$ cat config.mk
export PLATFORM = sky130hd
export DESIGN_NAME = addr_watch_unit
export DESIGN_NICKNAME = d
export VERILOG_FILES = /design/src/rtl/wpu_pkg.sv /design/src/rtl/wpu_regfile.sv /design/src/rtl/wpu_compare.sv /design/src/rtl/wpu_prio.sv /design/src/rtl/addr_watch_unit.sv
export SDC_FILE = /design/constraint.sdc
export NUM_CORES = 1
export LEC_CHECK = 0
export BUFFER_PORTS_ARGS = -buffer_cell sky130_fd_sc_hd__buf_4
export CORE_AREA = 5 5 207 209
export CTS_CLUSTER_DIAMETER = 150
export DETAILED_ROUTE_END_ITERATION = 7
export DIE_AREA = 0 0 212 214
export SETUP_SLACK_MARGIN = 0.1
export SKIP_LAST_GASP = 1
export SYNTH_ARGS = -nofsm -noshare
export SYNTH_HDL_FRONTEND = slang
export SYNTH_HIERARCHICAL = 1
export SYNTH_SLANG_ARGS = --single-unit
$ cat constraint.sdc
create_clock -name clk -period 9.6 [get_ports clk]
set_input_delay 0.96 -clock clk [delete_from_list [all_inputs] [get_ports clk]]
set_output_delay 0.96 -clock clk [all_outputs]
set_load 0.05 [all_outputs]
$ cat src/rtl/wpu_pkg.sv
package wpu_pkg;
  localparam int WP_MAX = 4;
  localparam int IDX_W  = 2;

  typedef enum logic [1:0] {
    FLD_BASE = 2'd0,
    FLD_MASK = 2'd1,
    FLD_CTRL = 2'd2,
    FLD_NONE = 2'd3
  } wp_field_e;

  typedef struct packed {
    logic st_en;
    logic ld_en;
    logic fe_en;
  } wp_ctrl_t;
endpackage

$ cat src/rtl/wpu_regfile.sv
module wpu_regfile
  import wpu_pkg::*;
#(
  parameter int NUM_WP = 4,
  parameter int AW     = 32
) (
  input  logic                          clk,
  input  logic                          rst_n,
  input  logic                          we,
  input  logic [IDX_W+1:0]              addr,
  input  logic [AW-1:0]                 wdata,
  output logic [AW-1:0]                 rdata,
  output logic [NUM_WP-1:0][AW-1:0]     base_o,
  output logic [NUM_WP-1:0][AW-1:0]     mask_o,
  output wp_ctrl_t [NUM_WP-1:0]         ctrl_o
);
  logic [IDX_W-1:0] sel_idx;
  wp_field_e        sel_fld;

  assign sel_idx = addr[IDX_W+1:2];
  assign sel_fld = wp_field_e'(addr[1:0]);

  for (genvar g = 0; g < NUM_WP; g++) begin : g_wp
    logic [AW-1:0] base_q, base_d, mask_q, mask_d;
    wp_ctrl_t      ctrl_q, ctrl_d;
    logic          hit_sel;

    assign hit_sel = we && (sel_idx == IDX_W'(g));

    always_comb begin
      base_d = base_q;
      mask_d = mask_q;
      ctrl_d = ctrl_q;
      if (hit_sel) begin
        case (sel_fld)
          FLD_BASE: base_d = wdata;
          FLD_MASK: mask_d = wdata;
          FLD_CTRL: ctrl_d = wp_ctrl_t'(wdata[2:0]);
          default:  ;
        endcase
      end
    end

    always_ff @(posedge clk or negedge rst_n) begin
      if (!rst_n) begin
        base_q <= '0;
        mask_q <= '0;
        ctrl_q <= '0;
      end else if (hit_sel) begin
        base_q <= base_d;
        mask_q <= mask_d;
        ctrl_q <= ctrl_d;
      end
    end

    assign base_o[g] = base_q;
    assign mask_o[g] = mask_q;
    assign ctrl_o[g] = ctrl_q;
  end

  always_comb begin
    rdata = '0;
    for (int i = 0; i < NUM_WP; i++) begin
      if (sel_idx == IDX_W'(i)) begin
        case (sel_fld)
          FLD_BASE: rdata = base_o[i];
          FLD_MASK: rdata = mask_o[i];
          FLD_CTRL: rdata = AW'(ctrl_o[i]);
          default:  rdata = '0;
        endcase
      end
    end
  end
endmodule

$ cat src/rtl/wpu_compare.sv
module wpu_compare
  import wpu_pkg::*;
#(
  parameter int AW = 32
) (
  input  logic [AW-1:0] base,
  input  logic [AW-1:0] mask,
  input  wp_ctrl_t      ctrl,
  input  logic          fe_valid,
  input  logic [AW-1:0] fe_addr,
  input  logic          dt_valid,
  input  logic [AW-1:0] dt_addr,
  input  logic          dt_write,
  output logic          hit
);
  logic [AW-1:0] ref_m;
  logic          fe_match, dt_match, dt_allow;

  assign ref_m    = base & mask;
  assign fe_match = (fe_addr & mask) == ref_m;
  assign dt_match = (dt_addr & mask) == ref_m;
  assign dt_allow = dt_write ? ctrl.st_en : ctrl.ld_en;

  assign hit = (fe_valid && ctrl.fe_en && fe_match) ||
               (dt_valid && dt_allow && dt_match);
endmodule

$ cat src/rtl/wpu_prio.sv
module wpu_prio
  import wpu_pkg::*;
#(
  parameter int NUM_WP = 4
) (
  input  logic [NUM_WP-1:0] hits,
  output logic              any,
  output logic [IDX_W-1:0]  idx
);
  always_comb begin
    idx = '0;
    for (int i = NUM_WP - 1; i >= 0; i--) begin
      if (hits[i]) idx = IDX_W'(i);
    end
  end
  assign any = |hits;
endmodule

$ cat src/rtl/addr_watch_unit.sv
module addr_watch_unit
  import wpu_pkg::*;
#(
  parameter int NUM_WP = 4,
  parameter int AW     = 32
) (
  input  logic          clk,
  input  logic          rst_n,
  input  logic          cfg_we,
  input  logic [3:0]    cfg_addr,
  input  logic [AW-1:0] cfg_wdata,
  output logic [AW-1:0] cfg_rdata,
  input  logic          fetch_valid,
  input  logic [AW-1:0] fetch_addr,
  input  logic          data_valid,
  input  logic [AW-1:0] data_addr,
  input  logic          data_write,
  input  logic          dbg_en,
  output logic          trap_req,
  output logic          debug_req,
  output logic [1:0]    hit_idx
);
  logic [1:0] rst_sync_q;
  logic       rst_int_n;

  always_ff @(posedge clk or negedge rst_n) begin
    if (!rst_n) rst_sync_q <= '0;
    else        rst_sync_q <= {rst_sync_q[0], 1'b1};
  end
  assign rst_int_n = rst_sync_q[1];

  logic [NUM_WP-1:0][AW-1:0] wp_base, wp_mask;
  wp_ctrl_t [NUM_WP-1:0]     wp_ctrl;
  logic [NUM_WP-1:0]         wp_hit;
  logic                      any_hit;
  logic [IDX_W-1:0]          win_idx;

  wpu_regfile #(.NUM_WP(NUM_WP), .AW(AW)) i_regs (
    .clk(clk), .rst_n(rst_int_n), .we(cfg_we), .addr(cfg_addr),
    .wdata(cfg_wdata), .rdata(cfg_rdata),
    .base_o(wp_base), .mask_o(wp_mask), .ctrl_o(wp_ctrl)
  );

  for (genvar g = 0; g < NUM_WP; g++) begin : g_cmp
    wpu_compare #(.AW(AW)) i_cmp (
      .base(wp_base[g]), .mask(wp_mask[g]), .ctrl(wp_ctrl[g]),
      .fe_valid(fetch_valid), .fe_addr(fetch_addr),
      .dt_valid(data_valid), .dt_addr(data_addr), .dt_write(data_write),
      .hit(wp_hit[g])
    );
  end

  wpu_prio #(.NUM_WP(NUM_WP)) i_prio (
    .hits(wp_hit), .any(any_hit), .idx(win_idx)
  );

  logic             trap_d, dbg_d;
  logic [IDX_W-1:0] idx_d;

  always_comb begin
    trap_d = any_hit && !dbg_en;
    dbg_d  = any_hit &&  dbg_en;
    idx_d  = any_hit ? win_idx : '0;
  end

  always_ff @(posedge clk or negedge rst_int_n) begin
    if (!rst_int_n) begin
      trap_req  <= 1'b0;
      debug_req <= 1'b0;
      hit_idx   <= '0;
    end else begin
      trap_req  <= trap_d;
      debug_req <= dbg_d;
      hit_idx   <= idx_d;
    end
  end
endmodule

==> summary.md <==
| Metric | Value |
|---|---|
| Status | `finished, final reports clean` |
| Root buffer cell | `clkbuf_16` |
| Cell taking the most area after synthesis | `dfrtp_1` |
| Pwr dens | `234 mW/mm^2` |
| Setup ws final | `4.87 ns` |
| Area growth syn-to-layout | `16.6%` |
| Worst setup SP type | `input port` |
| Commonest cells post-synth | `dfrtp_1, mux2_2, xor2_1, nand2_1, a221oi_1` |
| Initial Utilization | `39.4%` |
| Largest net degree at the start of global routing | `160` |
| Final hold violation count | `0` |
| CP Class | `input port to primary output` |
| Synthesized net count | `1436` |
| Seq. cell area | `0.00686 sq mm` |
| Crit path top cell by count | `buf_4` |
| Avg WL per Cell | `30.3 um` |
| Met2 Use GR | `39.6%` |
| M1 GR Usage | `38.4%` |
| Synth unique cells | `52` |
| Post-route DRC | `0` |
| Total CTS buffers | `34` |
| Dominant synthesized flop cell | `dfrtp_1` |
| Hold Crit Class | `input port to async pin` |
| Max Cap Viol | `0` |
| Synthesized flop and latch total | `274` |
| CTS clk-pin slew, worst paths | `0.06 ns` |
| GRT Util Overall | `26.4%` |
| Core area | `0.0406 sq mm` |
| Number of global-route vias before repair | `12780` |
| CTS tree | `yes` |
| Syn Inst Count | `1329` |
| Row cnt | `74` |
| Main area contributors after synthesis | `dfrtp_1, mux2_2, xor2_1` |
| Leak | `8.21 nW` |
| Die extent in y | `214 um` |
| RSZ-0062 raised after global routing | `false` |
| Gpl congestion | `0.971` |
| CP Data Arrival Time | `3.77 ns` |
| Sequential element share of the synthesized area | `42.8%` |
| Detail Route Antenna Nets | `0` |
| Bufs and invs on worst path | `4` |
| Top-count cell post-synth | `dfrtp_1` |
| Multi-input gate area | `0.00876 sq mm` |
| First-pass GRT wire length | `89.2 mm` |
| CP peak stage delay | `0.94 ns` |
| Grt peak-use layer | `met2` |
| Clock Skews | `0.0198 ns` |
| Final #Nets | `1566` |
| Die area | `0.0454 sq mm` |
| Fmax | `212 MHz` |
| Final setup vio count | `0` |
| Htree depth | `2` |
| Initial antenna violation count | `0` |
| Slowest stage cell on the critical path | `a2111oi_0` |
| Vias/cell | `6.29` |
| Met3 global-route usage | `4.77%` |
| Chip width | `212 um` |
| DRT Wirelength | `61.1 mm` |
| Cts repair resizes | `0` |
| # fillers | `3746` |
| Async set or reset register ratio after synthesis | `100%` |
| Hold-fix buffers, CTS | `0` |
| Worst-Margin Slew | `1.10 ns` |
| Yosys warns | `6` |
| Total congestion overflow | `0` |
| DP Worst Slack | `4.96 ns` |
| Crit share post-route | `49.2%` |
| Setup tns final | `0 ns` |
| DP HPWL | `43.6 mm` |
| Crit path required time | `8.64 ns` |
| I/O pins | `143` |
| Tmin final | `4.73 ns` |
| CP delay by family, top | `buffers and inverters` |
| Setup bufs post-CTS | `0` |
| Synth Cell Area | `0.0160 sq mm` |
| Crit. Startpoint | `cfg_addr[0]` |
| Number of DRC markers in iteration 0 | `1620` |
| R2R Path Start | `i_regs/g_wp[0].base_q[15]` |
| Avg Synthesized Cell Area | `12.0 sq um` |
| CTS sink count | `274` |
| Clk Latency, worst-skew pair | `0.56 ns` |
| Slew margin rel. | `24.8%` |
| CTS max path bufs | `3` |
| Post-synth EDFFs | `0` |
| CP max FO | `37` |
| Share of the synthesized area in the top cell type | `42.8%` |
| 1st-pass router iterations | `8` |
| Pins Over Slew Limit | `0` |
| Ant diodes | `0` |
| VDD IR-drop max | `0.112 mV` |
| Share of cells above drive strength 1 | `34.3%` |
| Worst setup EP type | `primary output` |
| # port buffers | `142` |
| Crit-path cells | `buf_4, buf_4, inv_1, nor2_1, a21oi_1, a2111oi_0, buf_4` |
| Util after Layout | `45.9%` |
| Vias | `12679` |
-- area by class of cell --
class,count,share of cell area (%)
Multi-Input combinational cell,979,46.9
Sequential cell,274,36.7
Timing Repair Buffer,161,6.54
Clock buffer,50,5.36
Tap cell,532,3.57
Clock inverter,10,0.670
Inverter,9,0.181
-- worst reg2reg max path, delay by kind of cell, from the launching register on --
kind	cells	cell delay (ns)
flip-flops	1	0.42
XOR/XNOR	1	0.18
AO/OA/AOI/OAI	3	1.53
AND/OR/NAND/NOR	4	0.82
-- report_power, final --
| group | internal [W] | switching [W] |
|---|---|---|
| Clock | 0.000780 | 0.000528 |
| Sequential | 0.00142 | 0.000463 |
| Combinational | 0.000573 | 0.000603 |
| Total | 0.00277 | 0.00159 |
-- through the flow --
stage	hold slack, ns	cell area, sq um	std cells	power (W)
floorplan	0.331	16000	1329	0.00249
global placement	0.337	17500	1955	0.00301
detailed placement	0.342	17500	1955	0.00303
CTS	0.139	18700	2015	0.00435
global route	0.152	18700	2015	0.00452
finish	0.169	18700	2015	0.00437
-- sequential cells by signal (all words and copies together), names as in the netlist --
name / cells
i_regs/g_wp.base_q: 128
i_regs/g_wp.mask_q: 128
i_regs/ctrl_o: 12
hit_idx: 2
rst_sync_q: 2
debug_req: 1
trap_req: 1
-- path summary, 6_finish.rpt --
path | to | slack (ns) | cells after the start
min in group clk | rst_sync_q[1] | 0.35 | 0
max in group asynchronous | i_regs/ctrl_o[5] | 7.72 | 1
worst min register to register | rst_sync_q[1] | 0.35 | 0
worst max-delay path | cfg_rdata[4] | 4.87 | 7
worst max register to register | hit_idx[1] | 6.56 | 8
worst min-delay path | rst_sync_q[1] | 0.17 | 1
-- layer usage --
metal / wire length [um] / up-vias
met5: 0 / -
met4: 2280 / 0
met3: 5120 / 117
met2: 27300 / 639
met1: 26500 / 6589
li1: - / 5334
-- cells in the final DEF, fill, tap and decap left out, types with 4 or more instances in the layout --
| cell | n |
|---|---|
| dfrtp_1 | 273 |
| mux2_2 | 261 |
| xor2_1 | 236 |
| buf_4 | 160 |
| nand2_1 | 63 |
| a221oi_1 | 49 |
| a22o_1 | 48 |
| a22oi_1 | 44 |
| mux2i_1 | 35 |
| clkbuf_16 | 34 |
| a222oi_1 | 27 |
| nor2_1 | 22 |
| a221o_1 | 19 |
| a21oi_1 | 18 |
| o22ai_1 | 18 |
| nand4_1 | 17 |
| nand3_1 | 12 |
| mux4_2 | 12 |
| mux2_1 | 11 |
| clkbuf_8 | 9 |
| o211ai_1 | 9 |
| inv_1 | 8 |
| a31oi_1 | 8 |
| clkbuf_1 | 7 |
| nand2b_1 | 6 |
| a2111oi_0 | 6 |
| and2_1 | 5 |
| nor2_4 | 5 |
| o21ai_0 | 5 |
| a221oi_2 | 4 |
| or4_1 | 4 |
| o31ai_1 | 4 |
| nor2b_1 | 4 |
| o2bb2ai_1 | 4 |
-- cells by family after synthesis --
logic type      after synthesis  share of synthesized area [%]
xor+xnor                    236                           12.9
mux                         319                           23.0
simple gates                154                           4.77
other cells                   1                         0.0234
flops                       274                           42.8
buf+inv                      76                           2.60
compound gates              269                           13.8
No activity file was read; power rests on OpenSTA's default activity.
